===== src/rtl/win_wdog_pkg.sv =====
`timescale 1ns/1ps
package win_wdog_pkg;
  localparam int DATA_W  = 8;
  localparam int ADDR_W  = 2;
  localparam int SEL_LSB = 4;
  localparam logic [1:0] EN_RUN = 2'b01;

  typedef enum logic [ADDR_W-1:0] {
    A_CFG  = 2'd0,
    A_TMO  = 2'd1,
    A_FEED = 2'd2,
    A_STAT = 2'd3
  } addr_e;

  typedef enum logic [1:0] {
    CAUSE_NONE  = 2'b00,
    CAUSE_LATE  = 2'b01,
    CAUSE_EARLY = 2'b10
  } cause_e;
endpackage


===== src/rtl/win_wdog_regs.sv =====
`timescale 1ns/1ps
module win_wdog_regs
  import win_wdog_pkg::*;
#(
  parameter int SEL_W   = 3,
  parameter int RATIO_W = 2
) (
  input  logic                clk_i,
  input  logic                rst_ni,
  input  logic                req_i,
  input  logic                we_i,
  input  logic [ADDR_W-1:0]   addr_i,
  input  logic [DATA_W-1:0]   wdata_i,
  output logic [DATA_W-1:0]   rdata_o,
  input  logic                irq_i,
  input  logic                fault_late_i,
  input  logic                fault_early_i,
  output logic                wd_en_o,
  output logic                tonly_o,
  output logic                act_rst_o,
  output logic [SEL_W-1:0]    sel_o,
  output logic [RATIO_W-1:0]  ratio_o,
  output logic                feed_o,
  output logic                irq_clr_o
);
  logic [1:0]          en_q;
  logic                tonly_q, act_q;
  logic [SEL_W-1:0]    sel_q;
  logic [RATIO_W-1:0]  ratio_q;
  cause_e              cause_q;
  logic [DATA_W-1:0]   rdata_q, rd_mux, tmo_view;
  logic                wr, rd, wd_en;

  assign wr    = req_i & we_i;
  assign rd    = req_i & ~we_i;
  assign wd_en = (en_q == EN_RUN);

  always_ff @(posedge clk_i or negedge rst_ni) begin
    if (!rst_ni) begin
      en_q    <= '0;
      tonly_q <= 1'b0;
      act_q   <= 1'b0;
      sel_q   <= '0;
      ratio_q <= '0;
      cause_q <= CAUSE_NONE;
    end else begin
      if (wr && addr_i == A_CFG) begin
        en_q  <= wdata_i[1:0];
        act_q <= wdata_i[3];
        if (!wd_en) tonly_q <= wdata_i[2];  // mode locked while running
      end
      if (wr && addr_i == A_TMO && !wd_en) begin
        sel_q   <= wdata_i[SEL_LSB +: SEL_W];
        ratio_q <= wdata_i[0 +: RATIO_W];
      end
      if (fault_late_i)       cause_q <= CAUSE_LATE;
      else if (fault_early_i) cause_q <= CAUSE_EARLY;
    end
  end

  always_comb begin
    tmo_view = '0;
    tmo_view[SEL_LSB +: SEL_W] = sel_q;
    tmo_view[0 +: RATIO_W]     = ratio_q;
    unique case (addr_i)
      A_CFG:   rd_mux = {irq_i, 3'b000, act_q, tonly_q, en_q};
      A_TMO:   rd_mux = tmo_view;
      A_STAT:  rd_mux = {6'b0, cause_q};
      default: rd_mux = '0;
    endcase
  end

  always_ff @(posedge clk_i or negedge rst_ni) begin
    if (!rst_ni)  rdata_q <= '0;
    else if (rd)  rdata_q <= rd_mux;
  end

  assign rdata_o   = rdata_q;
  assign wd_en_o   = wd_en;
  assign tonly_o   = tonly_q;
  assign act_rst_o = act_q;
  assign sel_o     = sel_q;
  assign ratio_o   = ratio_q;
  assign feed_o    = wr && addr_i == A_FEED && wdata_i[0];
  assign irq_clr_o = wr && addr_i == A_CFG && wdata_i[7];
endmodule


===== src/rtl/win_wdog_timer.sv =====
`timescale 1ns/1ps
module win_wdog_timer #(
  parameter int BASE_TICKS = 11,
  parameter int SEL_W      = 3,
  parameter int RATIO_W    = 2,
  parameter int CNT_W      = 15
) (
  input  logic               clk_i,
  input  logic               rst_ni,
  input  logic               en_i,
  input  logic               tonly_i,
  input  logic [SEL_W-1:0]   sel_i,
  input  logic [RATIO_W-1:0] ratio_i,
  input  logic               tick_i,
  input  logic               feed_i,
  output logic               fault_late_o,
  output logic               fault_early_o,
  output logic [CNT_W-1:0]   cnt_o,
  output logic [CNT_W-1:0]   long_lim_o
);
  logic [CNT_W-1:0]   cnt_q, short_lim, long_lim;
  logic [RATIO_W:0]   ratio_sh;
  logic               late_q, early_q;

  assign ratio_sh  = {1'b0, ratio_i} + 1'b1;
  assign short_lim = CNT_W'(BASE_TICKS) << sel_i;
  assign long_lim  = short_lim << ratio_sh;

  always_ff @(posedge clk_i or negedge rst_ni) begin
    if (!rst_ni) begin
      cnt_q   <= '0;
      late_q  <= 1'b0;
      early_q <= 1'b0;
    end else begin
      late_q  <= 1'b0;
      early_q <= 1'b0;
      if (!en_i) begin
        cnt_q <= '0;
      end else if (feed_i) begin
        cnt_q <= '0;
        if (!tonly_i && cnt_q < short_lim) early_q <= 1'b1;
      end else if (tick_i) begin
        if (cnt_q >= long_lim - CNT_W'(1)) begin
          cnt_q  <= '0;
          late_q <= 1'b1;
        end else begin
          cnt_q <= cnt_q + CNT_W'(1);
        end
      end
    end
  end

  assign fault_late_o  = late_q;
  assign fault_early_o = early_q;
  assign cnt_o         = cnt_q;
  assign long_lim_o    = long_lim;
endmodule


===== src/rtl/win_wdog_action.sv =====
`timescale 1ns/1ps
module win_wdog_action #(
  parameter int RST_PULSE = 16,
  parameter int PCNT_W    = 5
) (
  input  logic clk_i,
  input  logic rst_ni,
  input  logic fault_i,
  input  logic act_rst_i,
  input  logic irq_clr_i,
  output logic rst_no,
  output logic irq_o
);
  logic [PCNT_W-1:0] pcnt_q;
  logic              irq_q;

  always_ff @(posedge clk_i or negedge rst_ni) begin
    if (!rst_ni) begin
      pcnt_q <= '0;
      irq_q  <= 1'b0;
    end else begin
      if (fault_i && act_rst_i)  pcnt_q <= PCNT_W'(RST_PULSE);
      else if (pcnt_q != '0)     pcnt_q <= pcnt_q - PCNT_W'(1);
      // set wins over a coincident clear
      if (fault_i && !act_rst_i) irq_q <= 1'b1;
      else if (irq_clr_i)        irq_q <= 1'b0;
    end
  end

  assign rst_no = (pcnt_q == '0);
  assign irq_o  = irq_q;
endmodule


===== src/rtl/win_wdog.sv =====
`timescale 1ns/1ps
module win_wdog
  import win_wdog_pkg::*;
#(
  parameter int BASE_TICKS = 11,
  parameter int SEL_W      = 3,
  parameter int RATIO_W    = 2,
  parameter int RST_PULSE  = 16
) (
  input  logic              clk_i,
  input  logic              rst_ni,
  input  logic              tick_i,
  input  logic              req_i,
  input  logic              we_i,
  input  logic [ADDR_W-1:0] addr_i,
  input  logic [DATA_W-1:0] wdata_i,
  output logic [DATA_W-1:0] rdata_o,
  output logic              rst_no,
  output logic              irq_o
);
  localparam int CNT_W  = $clog2(BASE_TICKS + 1) + (2**SEL_W - 1) + 2**RATIO_W;
  localparam int PCNT_W = $clog2(RST_PULSE + 1);

  logic               wd_en, tonly, act_rst, feed, irq_clr;
  logic               fault_late, fault_early;
  logic [SEL_W-1:0]   sel;
  logic [RATIO_W-1:0] ratio;
  logic [CNT_W-1:0]   cnt, long_lim;

  win_wdog_regs #(.SEL_W(SEL_W), .RATIO_W(RATIO_W)) u_regs (
    .clk_i, .rst_ni, .req_i, .we_i, .addr_i, .wdata_i, .rdata_o,
    .irq_i         (irq_o),
    .fault_late_i  (fault_late),
    .fault_early_i (fault_early),
    .wd_en_o       (wd_en),
    .tonly_o       (tonly),
    .act_rst_o     (act_rst),
    .sel_o         (sel),
    .ratio_o       (ratio),
    .feed_o        (feed),
    .irq_clr_o     (irq_clr)
  );

  win_wdog_timer #(
    .BASE_TICKS(BASE_TICKS), .SEL_W(SEL_W), .RATIO_W(RATIO_W), .CNT_W(CNT_W)
  ) u_timer (
    .clk_i, .rst_ni,
    .en_i          (wd_en),
    .tonly_i       (tonly),
    .sel_i         (sel),
    .ratio_i       (ratio),
    .tick_i,
    .feed_i        (feed),
    .fault_late_o  (fault_late),
    .fault_early_o (fault_early),
    .cnt_o         (cnt),
    .long_lim_o    (long_lim)
  );

  win_wdog_action #(.RST_PULSE(RST_PULSE), .PCNT_W(PCNT_W)) u_action (
    .clk_i, .rst_ni,
    .fault_i   (fault_late | fault_early),
    .act_rst_i (act_rst),
    .irq_clr_i (irq_clr),
    .rst_no,
    .irq_o
  );
endmodule


===== config.mk =====
export PLATFORM = sky130hd
export DESIGN_NAME = win_wdog
export DESIGN_NICKNAME = d
export VERILOG_FILES = /design/src/rtl/win_wdog_pkg.sv /design/src/rtl/win_wdog_regs.sv /design/src/rtl/win_wdog_timer.sv /design/src/rtl/win_wdog_action.sv /design/src/rtl/win_wdog.sv
export SDC_FILE = /design/constraint.sdc
export NUM_CORES = 1
export LEC_CHECK = 0
export BUFFER_PORTS_ARGS = -buffer_cell sky130_fd_sc_hd__buf_2
export CAP_MARGIN = 20
export CELL_PAD_IN_SITES_DETAIL_PLACEMENT = 1
export CELL_PAD_IN_SITES_GLOBAL_PLACEMENT = 1
export CORE_MARGIN = 5
export CORE_UTILIZATION = 47
export CTS_CLUSTER_SIZE = 30
export DETAILED_ROUTE_END_ITERATION = 6
export PLACE_DENSITY_LB_ADDON = 0.3
export SKIP_LAST_GASP = 1
export SYNTH_ARGS = -nofsm -noshare
export SYNTH_HDL_FRONTEND = slang
export SYNTH_HIERARCHICAL = 1
export SYNTH_SLANG_ARGS = --single-unit

===== constraint.sdc =====
create_clock -name clk_i -period 6.1 [get_ports clk_i]
set_input_delay 0.305 -clock clk_i [delete_from_list [all_inputs] [get_ports clk_i]]
set_output_delay 0.305 -clock clk_i [all_outputs]
set_load 0.1 [all_outputs]

### After elaboration in Yosys (flattened, before gate mapping)

Index checks and enable logic that the tools add are counted.

| word-level totals | value |
|---|---|
| flip-flop bits (word level) | 42 |
| bits of input ports | 15 |
| output and inout bits | 10 |
| word-level logic and storage cells | 67 |

| operators by class | value |
|---|---|
| add/sub/neg operators | 4 |
| magnitude comparators | 2 |
| equality and inequality tests | 5 |
| shift-type cells | 2 |
| multiplexer cells | 18 |
| bitwise logic cells | 5 |
| reductions and logical operators | 19 |

Operators with widths:

| operator | number |
|---|---|
| 15-bit 2-to-1 mux | 4 |
| 8-bit case mux with 3 select lines | 1 |
| 15-bit by 1-bit adder with 15-bit output (second input constant) | 1 |
| 15-bit greater-or-equal comparator | 1 |
| 15-bit less-than comparator | 1 |
| 15-bit by 3-bit left shift with 15-bit output | 1 |
| 4-bit by 3-bit left shift with 15-bit output (first input constant) | 1 |
| 15-bit by 1-bit subtractor with 15-bit output (second input constant) | 1 |
| 5-bit 2-to-1 mux | 2 |
| 1-bit logical AND | 9 |
| 1-bit 2-to-1 mux | 9 |
| 2-bit nonzero test | 3 |
| 5-bit zero test | 1 |
| 5-bit nonzero test | 1 |
| 5-bit by 1-bit subtractor with 5-bit output (second input constant) | 1 |
| 2-bit by 1-bit equality test with 1-bit output (second input constant) | 2 |
| 2-bit equality test (second input constant) | 2 |
| 2-bit 2-to-1 mux | 2 |
| 2-bit by 1-bit adder with 3-bit output (second input constant) | 1 |
| 1-bit zero test | 3 |
| 3-bit != test (second input constant) | 1 |
| 1-bit bitwise AND | 2 |
| 2-bit zero test | 1 |
| 1-bit NOT | 2 |
| other kinds (2) | 2 |

### Logic depth before layout (Yosys ltp)

| logic depth | value |
|---|---|
| depth in word-level cells | 8 |
| gate-level depth with buffers | 21 |
| depth with buffers taken out | 18 |

### Hierarchy

The synthesis kept the hierarchy.

By module, submodules not included:

| module | times used | cells an instance | area each (µm²) | seq. area each (µm²) |
|---|---|---|---|---|
| win_wdog_timer | 1 | 342 | 2685.1 | 425.4 |
| win_wdog_regs | 1 | 62 | 819.5 | 475.5 |
| win_wdog_action | 1 | 30 | 304.0 | 150.1 |
| win_wdog | 1 | 1 | 6.3 | 0.0 |

### Worst setup path after synthesis

Ideal clock, no wire load.

| path | value |
|---|---|
| path type | register to register |
| from | register u_regs.sel_q[0], in the netlist u_regs/sel_o[0] |
| to | register u_timer.cnt_q[10], in the netlist u_timer/cnt_o[10] |
| library setup time | 0.104 ns |
| arrival | 4.288 ns |
| data required time | 5.996 ns |
| slack | 1.708 ns |
| stages on the path, launching flop included | 19 |
| path buffers | 3 |
| period minus slack after synthesis | 4.392 ns |
| path through | dfrtp_1 > clkbuf_1 > inv_1 > ha_1 > buf_4 > or3_1 > a21oi_1 > o31ai_1 > a311oi_2 > nand3_2 > xor2_1 > ha_1 > a21o_1 > a21o_1 > a221o_1 > a221oi_2 > o211ai_1 > buf_2 > o311ai_1 |

| between the ends | value |
|---|---|
| longest elaborated chain between the ends | 8 |

RTL lines:

| element | line | RTL |
|---|---|---|
| from (decl) | win_wdog_regs.sv:28 | `logic [SEL_W-1:0] sel_q;` |
| from (signal assigned) | win_wdog_regs.sv:53 | `sel_q <= wdata_i[SEL_LSB +: SEL_W];` |
| 4-bit by 3-bit left shift with 15-bit output | win_wdog_timer.sv:26 | `assign short_lim = CNT_W'(BASE_TICKS) << sel_i;` |
| 15-bit by 3-bit left shift with 15-bit output | win_wdog_timer.sv:27 | `assign long_lim = short_lim << ratio_sh;` |
| 15-bit by 1-bit subtractor with 15-bit output | win_wdog_timer.sv:43 | `if (cnt_q >= long_lim - CNT_W'(1)) begin` |
| 15-bit greater-or-equal comparator | win_wdog_timer.sv:43 |  |
| 15-bit 2-to-1 mux | win_wdog_timer.sv:43 |  |
| 15-bit 2-to-1 mux | win_wdog_timer.sv:42 | `end else if (tick_i) begin` |
| 15-bit 2-to-1 mux | win_wdog_timer.sv:39 | `end else if (feed_i) begin` |
| 15-bit 2-to-1 mux | win_wdog_timer.sv:37 | `if (!en_i) begin` |
| to (signal assigned) | win_wdog_timer.sv:47 | `cnt_q <= cnt_q + CNT_W'(1);` |
| to (decl) | win_wdog_timer.sv:21 | `logic [CNT_W-1:0] cnt_q, short_lim, long_lim;` |

No other way between the ends. The select of a mux whose other input is x is not followed.
A chain may end at the register's enable or synchronous reset.

### Worst setup path after layout

| path | value |
|---|---|
| from | register u_regs.sel_q[0], in the netlist u_regs/sel_o[0] |
| to | register u_timer.cnt_q[14], in the netlist u_timer/cnt_o[14] |

| between the ends | value |
|---|---|
| longest elaborated chain between the ends | 8 |

RTL lines:

| element | line | RTL |
|---|---|---|
| 4-bit by 3-bit left shift with 15-bit output | win_wdog_timer.sv:26 |  |
| 15-bit by 3-bit left shift with 15-bit output | win_wdog_timer.sv:27 |  |
| net long_lim[10] | win_wdog.sv:28 | `logic [CNT_W-1:0] cnt, long_lim;` |
| 15-bit by 1-bit subtractor with 15-bit output | win_wdog_timer.sv:43 |  |
| 15-bit greater-or-equal comparator | win_wdog_timer.sv:43 |  |
| 15-bit 2-to-1 mux | win_wdog_timer.sv:43 |  |
| 15-bit 2-to-1 mux | win_wdog_timer.sv:42 |  |
| 15-bit 2-to-1 mux | win_wdog_timer.sv:39 |  |
| 15-bit 2-to-1 mux | win_wdog_timer.sv:37 |  |

The timed path passes the listed nets, and every way through them passes these cells. The select of a mux whose other input is x is not followed.

==> results.txt <==
----------------------------------------------------
[Status]
  Run status ... finished, final reports clean

[Cells and area]
  Layout cell share with drive strength beyond 1 ... 16.7%
  Antenna Cells ... 0
  Nets ... 492
  Signed area change from the synthesized netlist to the final layout ... 7.65%

[Route]
  Avg Vias per Cell ... 6.20
  Routed WL per cell ... 19.6 um
  Iteration-0 DRC Markers ... 134
  Number of detailed-route iterations in the first pass ... 4
  Detailed-route DRC error count ... 0
  Via count ... 3,387
  Total length of routed wires ... 10.7 mm
  Number of nets still failing antenna checks after routing ... 0

[STA]
  Clock Skews ... 0.00811 ns
  Number of pins exceeding their max-slew limit in the final report ... 0
  Max Fclk ... 199 MHz
  Actual transition at the worst max-transition pin ... 0.960 ns
  Setup ws final ... 1.06 ns
  Post-Route Setup TNS ... 0 ns
  Min Tclk post-route ... 5.04 ns
  # setup viols final ... 0
  Final hold violations ... 0
  Unrepaired setup endpoints after global routing ... no
  Worst slew slack as a fraction of its limit ... 36.0%
  Share of the cycle needed by the critical path after routing ... 82.6%

[Place]
  Worst slack after detailed placement ... 0.967 ns
  Global placement routability congestion ... 0.900
  HPWL after detailed placement ... 7.94 mm
  Count of input and output buffers ... 24

[Worst setup path]
  Critical path peak fanout ... 14
  Data required time at the worst endpoint ... 6.32 ns
  Type of the worst setup path ... flop to flop
  Critical Path Start Type ... flop
  Critical path arrival ... 5.26 ns
  Endpoint type of the worst setup path ... flop

[Clock tree]
  Number of sinks handled by clock tree synthesis ... 42
  Clock latency at the later pin of the worst-skew pair ... 0.30 ns
  Post-CTS Resized ... 0
  Clock slew seen by the registers of the worst setup and hold paths ... 0.09 ns
  Clock tree from TritonCTS ... done
  Root cell of the clock tree ... clkbuf_8
  CTS H-Tree Depth ... 2
  Number of buffers inserted during clock tree synthesis ... 5
  Post-CTS Setup Repair Bufs ... 0
  Largest buffer count on any clock path ... 2

[GRT]
  Vias in the first global route ... 3,611
  Number of antenna violations at the first check in global routing ... 0
  Overall global routing resource usage ... 21.9%
  Pin count of the biggest net entering global routing ... 43
  Wire length of the first global-routing pass ... 17.9 mm
  Overflow left after global routing ... 0

[Power]
  Portion of total power attributed to combinational logic ... 66.9%
  Pwr/cell area ... 461 nW/um2
  Maximum vdd drop ... 0.172 mV
  LEAKAGE ... 1.80 nW
  Share of power burned in the clock network ... 12.1%
  Net load switching power ... 0.967 mW
  Cell-internal power ... 0.917 mW
  Switch share ... 51.3%
  Sequential share of power ... 21.1%

[Synthesis]
  Mapped Nets ... 479
  Mean Syn Cell Area ... 8.83 um2
  Post-synthesis cell area ... 3800 um2
  Post-synthesis cell count ... 430
  Yosys Warn Count ... 6

[Floorplan]
  Placeable core area ... 7810 um2
  Die area ... 9970 um2
  Die X-Extent ... 99.9 um
  Row count ... 32
  IO Pins ... 25
  Initial cell density of the core ... 48.6%
  Die height ... 99.9 um

[Run]
  Count of max-cap constraint violations ... 0

[Min path]
  Min-Delay Path Class ... input pin to flop

----------------------------------------------------
-- cell usage in the layout (no fill, tap or decap), types with 5 or more instances in the layout --
cell,instances
clkbuf_8,5
a21o_1,8
buf_4,5
o21ai_0,13
ha_1,34
xnor2_1,12
mux2_2,10
a21oi_1,23
and2_1,6
or3_1,6
nor2b_1,5
o311ai_1,9
inv_1,17
nand2b_1,12
nand3_1,27
dfrtp_1,42
a22o_1,8
nor3_1,10
mux2i_1,11
buf_2,24
nor2_1,22
a211oi_1,5
nand2_1,40
-- state kept, by name, summed over array words and instances, names as in the netlist --
signal	count
u_timer/cnt_o	15
u_regs/rdata_o	8
u_action/pcnt_q	5
u_regs/sel_o	3
u_regs/cause_q	2
u_regs/en_q	2
u_regs/ratio_o	2
u_action/irq_o	1
u_regs/act_rst_o	1
u_regs/tonly_o	1
u_timer/fault_early_o	1
u_timer/fault_late_o	1
-- what timing repair did --
item	in CTS	in global routing
hold endpoints to repair	0	13
endpoints found under the setup margin	0	0
hold buffers	0	1
-- cell type report --
class	instances	area (um2)
inverters	19	71.3
flip-flops and latches	42	1050
well taps	102	128
clock inverters	3	45.0
clock buffers	5	68.8
fillers	948	3720
multi-input cells	344	2530
repair buffers	31	188
-- worst max-delay path: stages (launching register included) --
cell and delay [ns]:
dfrtp_1 0.65, inv_1 0.22, ha_1 0.54, nand2_1 0.12, o21ai_1 0.28, o32ai_1 0.22, nor4_2 0.51, nand2b_1 0.31
nor3_1 0.10, xnor2_1 0.20, ha_1 0.28, a21o_1 0.18, a21o_1 0.20, a221oi_2 0.30, o211ai_1 0.20, buf_4 0.23
or3_1 0.35, o21ai_1 0.09
-- per-stage QoR --
| stage | instance area [um2] | utilization (%) | instances | power, mW | hold slack, ns |
|---|---|---|---|---|---|
| global placement | 3940 | 50.4 | 535 | 1.58 | 0.433 |
| floorplan | 3800 | - | 430 | 1.36 | 0.00941 |
| CTS | 4050 | 51.9 | 543 | 1.88 | 0.178 |
| global route | 4090 | 52.3 | 546 | 2.02 | 0.227 |
| detailed placement | 3940 | 50.4 | 535 | 1.63 | 0.461 |
| finish | 4090 | 52.3 | 546 | 1.88 | 0.231 |
-- layer usage --
metal	part of all wire, %	track usage [%]	vias up
met2	49	37.4	77
met5	0	0	-
met3	4.6	3.47	19
li1	-	-	1611
met4	1.6	5.46	0
met1	45	28.9	1680
-- power groups by stage --
stage | Combinational, mW | Sequential [mW] | Clock, mW
2_1_floorplan | 0.917 | 0.443 | 0
3_3_place_gp | 1.18 | 0.399 | 0
3_5_place_dp | 1.23 | 0.403 | 0
4_1_cts | 1.25 | 0.397 | 0.233
5_1_grt | 1.37 | 0.409 | 0.244
6_report | 1.26 | 0.397 | 0.227
-- worst paths after layout --
path                                                 from                             to  slack [ns]  cells past startpoint
setup reg to reg              u_regs/sel_o[0]$_DFFE_PN0P_  u_timer/cnt_o[14]$_DFFE_PN0P_        1.06                     17
setup / recovery              u_regs/sel_o[0]$_DFFE_PN0P_  u_timer/cnt_o[14]$_DFFE_PN0P_        1.06                     17
max in group asynchronous                          rst_ni   u_timer/cnt_o[7]$_DFFE_PN0P_        5.17                      3
hold / removal                                 wdata_i[3]   u_regs/act_rst_o$_DFFE_PN0P_        0.23                      2
hold reg to reg            u_timer/fault_late_o$_DFF_PN0_  u_regs/cause_q[1]$_DFFE_PN0P_        0.48                      1
min in group asynchronous                          rst_ni  u_regs/rdata_o[2]$_DFFE_PN0P_        0.44                      2
Power figures use the tool's default switching activity.
